[config.mk]
export PLATFORM = sky130hd
export DESIGN_NAME = mdio_cmd_ctrl
export DESIGN_NICKNAME = d
export VERILOG_FILES = /design/src/rtl/mdio_pkg.sv /design/src/rtl/mdc_divider.sv /design/src/rtl/mdio_frame_engine.sv /design/src/rtl/phy_addr_bank.sv /design/src/rtl/mdio_cmd_ctrl.sv
export SDC_FILE = /design/constraint.sdc
export NUM_CORES = 1
export LEC_CHECK = 0
export CORE_MARGIN = 4
export CORE_UTILIZATION = 54
export CTS_BUF_LIST = sky130_fd_sc_hd__clkbuf_4 sky130_fd_sc_hd__clkbuf_8
export DETAILED_ROUTE_END_ITERATION = 10
export PLACE_DENSITY = 0.82
export SYNTH_ARGS = -nofsm -noshare
export SYNTH_HDL_FRONTEND = slang
export SYNTH_SLANG_ARGS = --single-unit
[constraint.sdc]
create_clock -name clk -period 2.1 [get_ports clk]
set_input_delay 0.42 -clock clk [delete_from_list [all_inputs] [get_ports clk]]
set_output_delay 0.42 -clock clk [all_outputs]
set_load 0.1 [all_outputs]
[src/rtl/mdio_pkg.sv]
package mdio_pkg;

    localparam int FRAME_BITS = 64;
    localparam int TA_POS     = 46;   // first turnaround bit time
    localparam int DATA_POS   = 48;   // first data bit time
    localparam int CNT_W      = $clog2(FRAME_BITS) + 1;

    typedef struct packed {
        logic        rd;
        logic [4:0]  regad;
        logic [4:0]  phy;
        logic [15:0] data;
    } mgmt_cmd_t;

    function automatic logic [FRAME_BITS-1:0] mk_frame(mgmt_cmd_t c);
        return {32'hFFFF_FFFF, 2'b01, (c.rd ? 2'b10 : 2'b01),
                c.phy, c.regad, (c.rd ? 2'b11 : 2'b10), c.data};
    endfunction

endpackage

[src/rtl/mdc_divider.sv]
module mdc_divider #(
    parameter int HALF_CYC = 4
) (
    input  logic clk,
    input  logic rst_n,
    input  logic run,
    output logic mdc,
    output logic fall_stb,
    output logic rise_stb
);
    localparam int CW = (HALF_CYC > 1) ? $clog2(HALF_CYC) : 1;

    typedef struct packed {
        logic [CW-1:0] cnt;
        logic          mdc;
    } div_st_t;

    div_st_t st_d, st_q;
    logic    tick;

    always_comb begin
        st_d = st_q;
        tick = run && (st_q.cnt == CW'(HALF_CYC - 1));
        if (!run) begin
            st_d.cnt = '0;
            st_d.mdc = 1'b1;
        end else if (tick) begin
            st_d.cnt = '0;
            st_d.mdc = ~st_q.mdc;
        end else begin
            st_d.cnt = st_q.cnt + CW'(1);
        end
    end

    always_ff @(posedge clk or negedge rst_n) begin
        if (!rst_n) begin
            st_q.cnt <= '0;
            st_q.mdc <= 1'b1;
        end else begin
            st_q <= st_d;
        end
    end

    assign mdc      = st_q.mdc;
    assign fall_stb = tick && st_q.mdc;
    assign rise_stb = tick && !st_q.mdc;

endmodule

[src/rtl/mdio_frame_engine.sv]
module mdio_frame_engine
    import mdio_pkg::*;
(
    input  logic      clk,
    input  logic      rst_n,
    input  logic      start,
    input  mgmt_cmd_t cmd,
    input  logic      fall_stb,
    input  logic      rise_stb,
    input  logic      mdio_i,
    output logic      busy,
    output logic      mdio_o,
    output logic      mdio_oe,
    output logic      done,
    output logic      rvalid,
    output mgmt_cmd_t cur
);
    typedef struct packed {
        logic                  busy;
        logic [CNT_W-1:0]      cnt;     // bit times already driven
        logic [FRAME_BITS-1:0] frame;
        logic                  mdo;
        logic                  oe;
        logic                  done;
        logic                  rvalid;
        mgmt_cmd_t             cur;
    } eng_st_t;

    eng_st_t st_d, st_q;

    always_comb begin
        st_d      = st_q;
        st_d.done = 1'b0;
        if (!st_q.busy) begin
            if (start) begin
                st_d.busy   = 1'b1;
                st_d.cnt    = '0;
                st_d.frame  = mk_frame(cmd);
                st_d.rvalid = 1'b0;
                st_d.cur    = cmd;
            end
        end else begin
            if (fall_stb && (st_q.cnt < CNT_W'(FRAME_BITS))) begin
                st_d.mdo   = st_q.frame[FRAME_BITS-1];
                st_d.frame = st_q.frame << 1;
                st_d.oe    = !(st_q.cur.rd && (st_q.cnt >= CNT_W'(TA_POS)));
                st_d.cnt   = st_q.cnt + CNT_W'(1);
            end
            if (rise_stb && (st_q.cnt != '0)) begin
                if (st_q.cur.rd && (st_q.cnt > CNT_W'(DATA_POS)))
                    st_d.cur.data = {st_q.cur.data[14:0], mdio_i};
                if (st_q.cnt == CNT_W'(FRAME_BITS)) begin
                    st_d.busy   = 1'b0;
                    st_d.oe     = 1'b0;
                    st_d.done   = 1'b1;
                    st_d.rvalid = st_q.cur.rd;
                end
            end
        end
    end

    always_ff @(posedge clk or negedge rst_n) begin
        if (!rst_n) begin
            st_q <= '0;
        end else begin
            st_q <= st_d;
        end
    end

    assign busy    = st_q.busy;
    assign mdio_o  = st_q.mdo;
    assign mdio_oe = st_q.oe;
    assign done    = st_q.done;
    assign rvalid  = st_q.rvalid;
    assign cur     = st_q.cur;

    AST_DONE_SINGLE_CYCLE: assert property (@(posedge clk) disable iff (!rst_n)
        st_q.done |=> !st_q.done);
    AST_OE_LOW_WHEN_IDLE: assert property (@(posedge clk) disable iff (!rst_n)
        !st_q.busy |-> !st_q.oe);
    AST_MDIO_MOVES_ON_FALL: assert property (@(posedge clk) disable iff (!rst_n)
        (st_q.mdo != $past(st_q.mdo)) |-> $past(fall_stb));
    AST_FIELDS_FROZEN_BUSY: assert property (@(posedge clk) disable iff (!rst_n)
        (st_q.busy && $past(st_q.busy)) |->
        (st_q.cur.rd == $past(st_q.cur.rd) && st_q.cur.phy == $past(st_q.cur.phy)
         && st_q.cur.regad == $past(st_q.cur.regad)));
    AST_VALID_ONLY_IDLE: assert property (@(posedge clk) disable iff (!rst_n)
        st_q.rvalid |-> !st_q.busy);

endmodule

[src/rtl/phy_addr_bank.sv]
module phy_addr_bank #(
    parameter int NUM_PORTS = 3,
    parameter int AW        = 5
) (
    input  logic                    clk,
    input  logic                    rst_n,
    input  logic [NUM_PORTS-1:0]    we,
    input  logic [AW-1:0]           wdata,
    output logic [NUM_PORTS*AW-1:0] tbl
);
    localparam int TW = NUM_PORTS * AW;

    logic [TW-1:0] tbl_d, tbl_q;

    for (genvar g = 0; g < NUM_PORTS; g++) begin : g_port
        assign tbl_d[g*AW +: AW] = we[g] ? wdata : tbl_q[g*AW +: AW];
    end

    always_ff @(posedge clk or negedge rst_n) begin
        if (!rst_n) begin
            tbl_q <= '0;
        end else begin
            tbl_q <= tbl_d;
        end
    end

    assign tbl = tbl_q;

endmodule

[src/rtl/mdio_cmd_ctrl.sv]
module mdio_cmd_ctrl
    import mdio_pkg::*;
#(
    parameter int NUM_PORTS = 3,
    parameter int MDC_HALF  = 4
) (
    input  logic                   clk,
    input  logic                   rst_n,
    input  logic                   cmd_we,
    input  logic [31:0]            cmd_wdata,
    output logic [31:0]            cmd_rdata,
    output logic                   cmd_done,
    input  logic [NUM_PORTS-1:0]   addr_we,
    input  logic [4:0]             addr_wdata,
    output logic [NUM_PORTS*5-1:0] phy_addr,
    output logic                   mdc,
    output logic                   mdio_o,
    output logic                   mdio_oe,
    input  logic                   mdio_i
);
    mgmt_cmd_t new_cmd, cur_cmd;
    logic      busy, rvalid, fall_stb, rise_stb;
    logic      unused_hi;

    assign new_cmd.data  = cmd_wdata[15:0];
    assign new_cmd.phy   = cmd_wdata[20:16];
    assign new_cmd.regad = cmd_wdata[25:21];
    assign new_cmd.rd    = cmd_wdata[26];
    assign unused_hi     = ^cmd_wdata[31:27];

    mdc_divider #(.HALF_CYC(MDC_HALF)) u_div (
        .clk      (clk),
        .rst_n    (rst_n),
        .run      (busy),
        .mdc      (mdc),
        .fall_stb (fall_stb),
        .rise_stb (rise_stb)
    );

    mdio_frame_engine u_eng (
        .clk      (clk),
        .rst_n    (rst_n),
        .start    (cmd_we),
        .cmd      (new_cmd),
        .fall_stb (fall_stb),
        .rise_stb (rise_stb),
        .mdio_i   (mdio_i),
        .busy     (busy),
        .mdio_o   (mdio_o),
        .mdio_oe  (mdio_oe),
        .done     (cmd_done),
        .rvalid   (rvalid),
        .cur      (cur_cmd)
    );

    phy_addr_bank #(.NUM_PORTS(NUM_PORTS), .AW(5)) u_bank (
        .clk   (clk),
        .rst_n (rst_n),
        .we    (addr_we),
        .wdata (addr_wdata),
        .tbl   (phy_addr)
    );

    assign cmd_rdata = {3'b000, busy, rvalid, cur_cmd.rd, cur_cmd.regad,
                        cur_cmd.phy, cur_cmd.data};

    AST_MDC_REST_HIGH: assert property (@(posedge clk) disable iff (!rst_n)
        !busy |-> mdc);
    AST_DONE_ENDS_BUSY: assert property (@(posedge clk) disable iff (!rst_n)
        cmd_done |-> (!busy && $past(busy)));

endmodule

## Yosys cells after proc, flatten, opt, wreduce, memory -nomap -nowiden

Index checks and enable logic that the tools add are counted.

| storage, ports and cells | value |
|---|---|
| register bits after elaboration | 121 |
| logic and storage cells | 64 |

| operators by class | value |
|---|---|
| add/subtract/negate cells | 2 |
| $lt $le $gt $ge | 3 |
| equal/unequal tests | 7 |
| multiplexer cells | 18 |
| bitwise gates (word level) | 2 |
| reductions and logical operators | 16 |

Operator list:

| cell | count |
|---|---|
| $mux 72 | 2 |
| $mux 73 | 1 |
| $mux 16 | 3 |
| $mux 28 | 1 |
| $ne 2x2->1 const B | 5 |
| $mux 3 | 3 |
| $add 7x1->7 const B | 1 |
| $eq 7x7->1 const B | 1 |
| $ge 7x6->1 const B | 1 |
| $gt 7x6->1 const B | 1 |
| $logic_and 1x1->1 | 7 |
| $lt 7x7->1 const B | 1 |
| $reduce_bool 7->1 | 1 |
| $mux 1 | 6 |
| $reduce_and 2->1 | 3 |
| $reduce_and 3->1 | 2 |
| $mux 2 | 2 |
| $add 2x1->2 const B | 1 |
| $eq 2x2->1 const B | 1 |
| $logic_not 1->1 | 2 |
| $not 1->1 | 2 |
| $reduce_bool 2->1 | 1 |

## Depth between registers and ports, before layout

| depth | value |
|---|---|
| word-level depth | 8 |
| mapped depth | 7 |
| mapped depth without buffers | 6 |

## Modules after synthesis

Synthesis repeated with hierarchy kept, for this count alone.

| unflattened totals | value |
|---|---|
| cell total of the unflattened synthesis | 474 |
| area, all modules | 5091.1 um^2 |

Modules (own cells, without submodules):

| module | times used | cells each | area an instance (um^2) | sequential area each (um^2) |
|---|---|---|---|---|
| mdio_frame_engine | 1 | 427 | 4371.7 | 2577.5 |
| phy_addr_bank | 1 | 30 | 544.3 | 375.4 |
| mdc_divider | 1 | 11 | 133.9 | 76.3 |
| mdio_cmd_ctrl | 1 | 6 | 41.3 | 0.0 |

## Worst setup path after synthesis

OpenSTA, ideal clock, no wires.

| timing | value |
|---|---|
| path type | flip-flop to flip-flop |
| start | register u_div.mdc (netlist name) |
| end | register u_eng.st_q[60] (netlist name) |
| library setup time | 126 ps |
| arrival time | 1760 ps |
| path slack | 214 ps |
| cell stages (with the launch flop) | 6 |
| buffers on the path | 2 |
| path through | dfstp_2 and4b_1 buf_2 nor2_1 buf_2 a221o_1 |

| between the ends | value |
|---|---|
| longest elaborated chain between the ends | 4 |

Ends and longest elaborated chain:

| what | RTL line | source |
|---|---|---|
| $logic_and 1x1->1 | mdc_divider.sv:45 | `assign fall_stb = tick && st_q.mdc;` |
| $logic_and 1x1->1 | mdio_frame_engine.sv:43 | `if (fall_stb && (st_q.cnt < CNT_W'(FRAME_BITS))) begin` |
| $ne 2x2->1 (no line) | - |  |
| $reduce_and 2->1 (no line) | - |  |
| to (signal assigned) | mdio_frame_engine.sv:66 | `st_q <= st_d;` |
| to (decl) | mdio_frame_engine.sv:29 | `eng_st_t st_d, st_q;` |

No other way between the ends.
A chain may end at the register's enable or synchronous reset.

## Worst setup path in the final report

| timing | value |
|---|---|
| start | register u_div.st_q[1] (netlist name) |
| end | register u_eng.st_q[50] (netlist name) |

| between the ends | value |
|---|---|
| longest elaborated chain between the ends | 6 |

Ends and longest elaborated chain:

| what | RTL line | source |
|---|---|---|
| from (decl) | mdc_divider.sv:18 | `div_st_t st_d, st_q;` |
| from (signal assigned) | mdc_divider.sv:40 | `st_q <= st_d;` |
| $eq 2x2->1 | mdc_divider.sv:23 | `tick = run && (st_q.cnt == CW'(HALF_CYC - 1));` |
| $logic_and 1x1->1 | mdc_divider.sv:23 |  |
| $logic_and 1x1->1 | mdc_divider.sv:45 |  |
| $logic_and 1x1->1 | mdio_frame_engine.sv:43 |  |
| $ne 2x2->1 (no line) | - |  |
| $reduce_and 2->1 (no line) | - |  |

No other way between the ends.

==> out/metrics.json <==
{
  "status": {
    "run_status": "completed"
  },
  "routing": {
    "detailedRoute.firstIterationViolations": 218,
    "drtAntennaViolNets": 0,
    "routed-via-count": 3838,
    "postRouteWirelength_um": 10400,
    "initial_drt_pass_iterations": 5,
    "drt-vias-per-instance": 5.29,
    "detail_route.drc_violations": 0,
    "drt-wirelength-per-cell_um": 14.3
  },
  "place": {
    "numPortBuffers": 86,
    "place_inst": 692,
    "detailedPlacementHpwl_um": 7120,
    "total_placed_instance_area_um2": 5940,
    "gpl_wtd_cong": 0.821
  },
  "setup_path": {
    "critical_path_required_ns": 2.44,
    "critical_path_peak_fanout": 12,
    "crit_family": "simple AND/OR/NAND/NOR gates",
    "r2r-start": "u_div.st_q[1]",
    "critical_path_capture_point_type": "flip-flop",
    "worst_path_largest_cell_delay_ns": 0.47,
    "sequence_of_cells_on_the_critical_path": "ha_1, and4b_2, nor2_2, buf_4, nand2_1, nand2_1",
    "critical_path.most_common_cell": "sky130_fd_sc_hd__nand2_1",
    "critical_path_buf_inv_count": 1,
    "crit_path_start_kind": "flip-flop",
    "worst_path_slowest_cell": "sky130_fd_sc_hd__nor2_2",
    "path_class": "reg -> reg",
    "critical_path.startpoint": "u_div.st_q[1]",
    "crit_arrival_ns": 2.19
  },
  "sta": {
    "setup_viol": 0,
    "period_share_pct": 87.7,
    "report.final.slew_viol_count": 0,
    "timing.final.crit_period_ns": 1.84,
    "grt_setup_unrepaired": "no",
    "worstMarginPinSlew_ns": 0.584,
    "hold_ws_ns": 0.449,
    "skew_ns": 0.00885,
    "fmax_mhz": 543,
    "fin_setup_tns_ns": 0,
    "final-hold-violation-count": 0,
    "slew-limit-headroom_pct": 60.7
  },
  "cells_and_area": {
    "layout.nets": 630,
    "instances_no_fill": 725,
    "layout.area.seq_um2": 3030,
    "multi_input_gate_area_in_the_final_layout_um2": 1790,
    "post-route-util_pct": 68.1,
    "final_cell_area_um2": 6350,
    "antennaDiodeCount": 0,
    "share_of_cells_above_drive_strength_1_pct": 20.8,
    "filler_cell_count": 708,
    "layout-area-overhead-vs-synth_pct": 22.0
  },
  "yosys": {
    "edff_count_synth": 0,
    "synthMostInstantiatedCell": "sky130_fd_sc_hd__nand2_1",
    "leading_cell_types_by_total_area_after_synthesis": "sky130_fd_sc_hd__dfrtp_1, sky130_fd_sc_hd__nand2_1, sky130_fd_sc_hd__a22oi_1",
    "post-synth-top-area-fraction_pct": 57.7,
    "flop_and_latch_count_out_of_synthesis": 121,
    "yosysTopAreaCell": "sky130_fd_sc_hd__dfrtp_1",
    "ys_top_cells_by_count": "sky130_fd_sc_hd__nand2_1, sky130_fd_sc_hd__dfrtp_1, sky130_fd_sc_hd__a22oi_1",
    "synthFlopType": "sky130_fd_sc_hd__dfrtp_1",
    "syn_avg_cell_area_um2": 9.96,
    "asyncSetResetFlopFracSynth_pct": 100,
    "synth_area_um2": 5210,
    "ys_seq_area_share_pct": 58.2,
    "number_of_warning_messages_in_the_yosys_log": 0,
    "syn_inst": 523,
    "distinct_cell_type_count_of_the_synthesized_netlist": 37
  },
  "global_route": {
    "gr-total-overflow": 0,
    "grt_antenna_before_repair": 0,
    "groute.usage.overall_pct": 20.2,
    "grt_pass1_wl_um": 18500,
    "grt_max_degree": 45,
    "first_global_vias": 4013
  },
  "floorplan": {
    "initial_utilization_pct": 55.8,
    "row_count": 35,
    "design.portCount": 95,
    "dieWidth_um": 106,
    "die-area_um2": 11300,
    "dieHeight_um": 106,
    "design.core.area_um2": 9330
  },
  "pwr": {
    "p_leak_uw": 0.00312,
    "power_density_nw_per_um2": 1720,
    "irDropWorstVdd_v": 0.000953
  },
  "clocking": {
    "cts-resized-gates": 0,
    "cts_max_path_buffers": 2,
    "cts_root_buf": "sky130_fd_sc_hd__clkbuf_8",
    "cts.sinks": 121,
    "cts_buffers": 17,
    "clk_latency_ns": 0.41,
    "cts.reportedPaths.clkPinSlew_ns": 0.06,
    "htree_num_levels": 4,
    "tritoncts": "built"
  },
  "min_path": {
    "hp-class": "reg -> reg",
    "min-delay-start": "u_div.st_q[1]"
  },
  "job": {
    "max_cap_violations": 0
  }
}
-- per-stage QoR --
stage | worst slack [ns] | power (µW)
final | 0.259 | 10900
after global routing | 0.122 | 11600
after CTS | 0.255 | 11000
after detailed placement | 0.155 | 8880
after global placement | 0.209 | 8700
after floorplan | 0.214 | 8060
-- where the power goes --
group / total, µW / switching, µW / leakage [µW] / internal (µW)
Clock: 2100 / 839 / 0.000215 / 1260
Sequential: 4000 / 668 / 0.00149 / 3330
Combinational: 4820 / 3530 / 0.00142 / 1300
Total: 10900 / 5030 / 0.00312 / 5890
-- final cells by class --
cell class | count | share of cell area, %
multi-input cells | 336 | 28.2
inverters | 3 | 0.177
repair buffers | 104 | 15.0
flip-flops and latches | 121 | 47.7
well taps | 129 | 2.54
clock inverters | 9 | 1.93
clock buffers | 23 | 4.49
-- layer usage --
metal	vias up	global-route usage [%]	part of all wire, %
li1	1837	-	-
met1	1888	25.8	43
met2	97	33.1	51
met5	-	0	0
met3	16	4.92	4.2
met4	0	8.05	1.6
-- timing repair --
| item | in CTS | in global routing |
|---|---|---|
| hold endpoints to repair | 34 | 0 |
| setup endpoints to repair | 0 | 0 |
| buffers inserted | 0 | 0 |
| hold buffers | 1 | 0 |
-- logic make-up (layout without fill, tap and decap cells) --
group,Yosys count,after routing,synth area share [%]
buffers and inverters,68,139,7.81
muxes,18,18,3.82
AOI/OAI and AO/OA,71,71,9.95
other,1,3,0.0720
and+or+nand+nor,240,240,19.3
DFF,121,121,58.2
adders and majority gates,3,3,0.721
xor gates and xnor gates,1,1,0.168
-- registers in the layout, indices dropped and copies added, names as in the netlist --
register,count
u_eng.st_q,71
u_eng.cur,27
u_bank.tbl,15
u_div.st_q,2
u_div.mdc,1
u_eng.busy,1
u_eng.done,1
u_eng.mdio_o,1
u_eng.mdio_oe,1
u_eng.rvalid,1
-- final timing paths --
kind | endpoint | slack (ns) | depth (start not counted)
max in group asynchronous | u_div.mdc | 0.95 | 3
max | u_eng.st_q[50] | 0.26 | 6
min reg2reg | u_div.st_q[1] | 0.45 | 1
min | u_div.st_q[1] | 0.45 | 1
max reg2reg | u_eng.st_q[50] | 0.26 | 6
min in group asynchronous | u_eng.st_q[40] | 0.50 | 2
-- placed cells by master (no fill, tap or decap), drive strengths merged, types with 5 or more instances in the layout --
cell / n
a21oi: 17
clkinv: 5
nor2: 24
nand2: 163
clkbuf: 23
a22oi: 41
buf: 66
clkdlybuf4s50: 37
dfrtp: 120
o21ai: 5
nand3: 37
mux2: 15
-- worst register-to-register path, delay by kind of cell (launching register included) --
| kind | cells | cell delay (ns) |
|---|---|---|
| fa+ha+maj | 1 | 0.28 |
| simple gates | 4 | 0.87 |
| buf+inv | 1 | 0.25 |
| flops | 1 | 0.39 |
(Power assumes the default switching activity.)
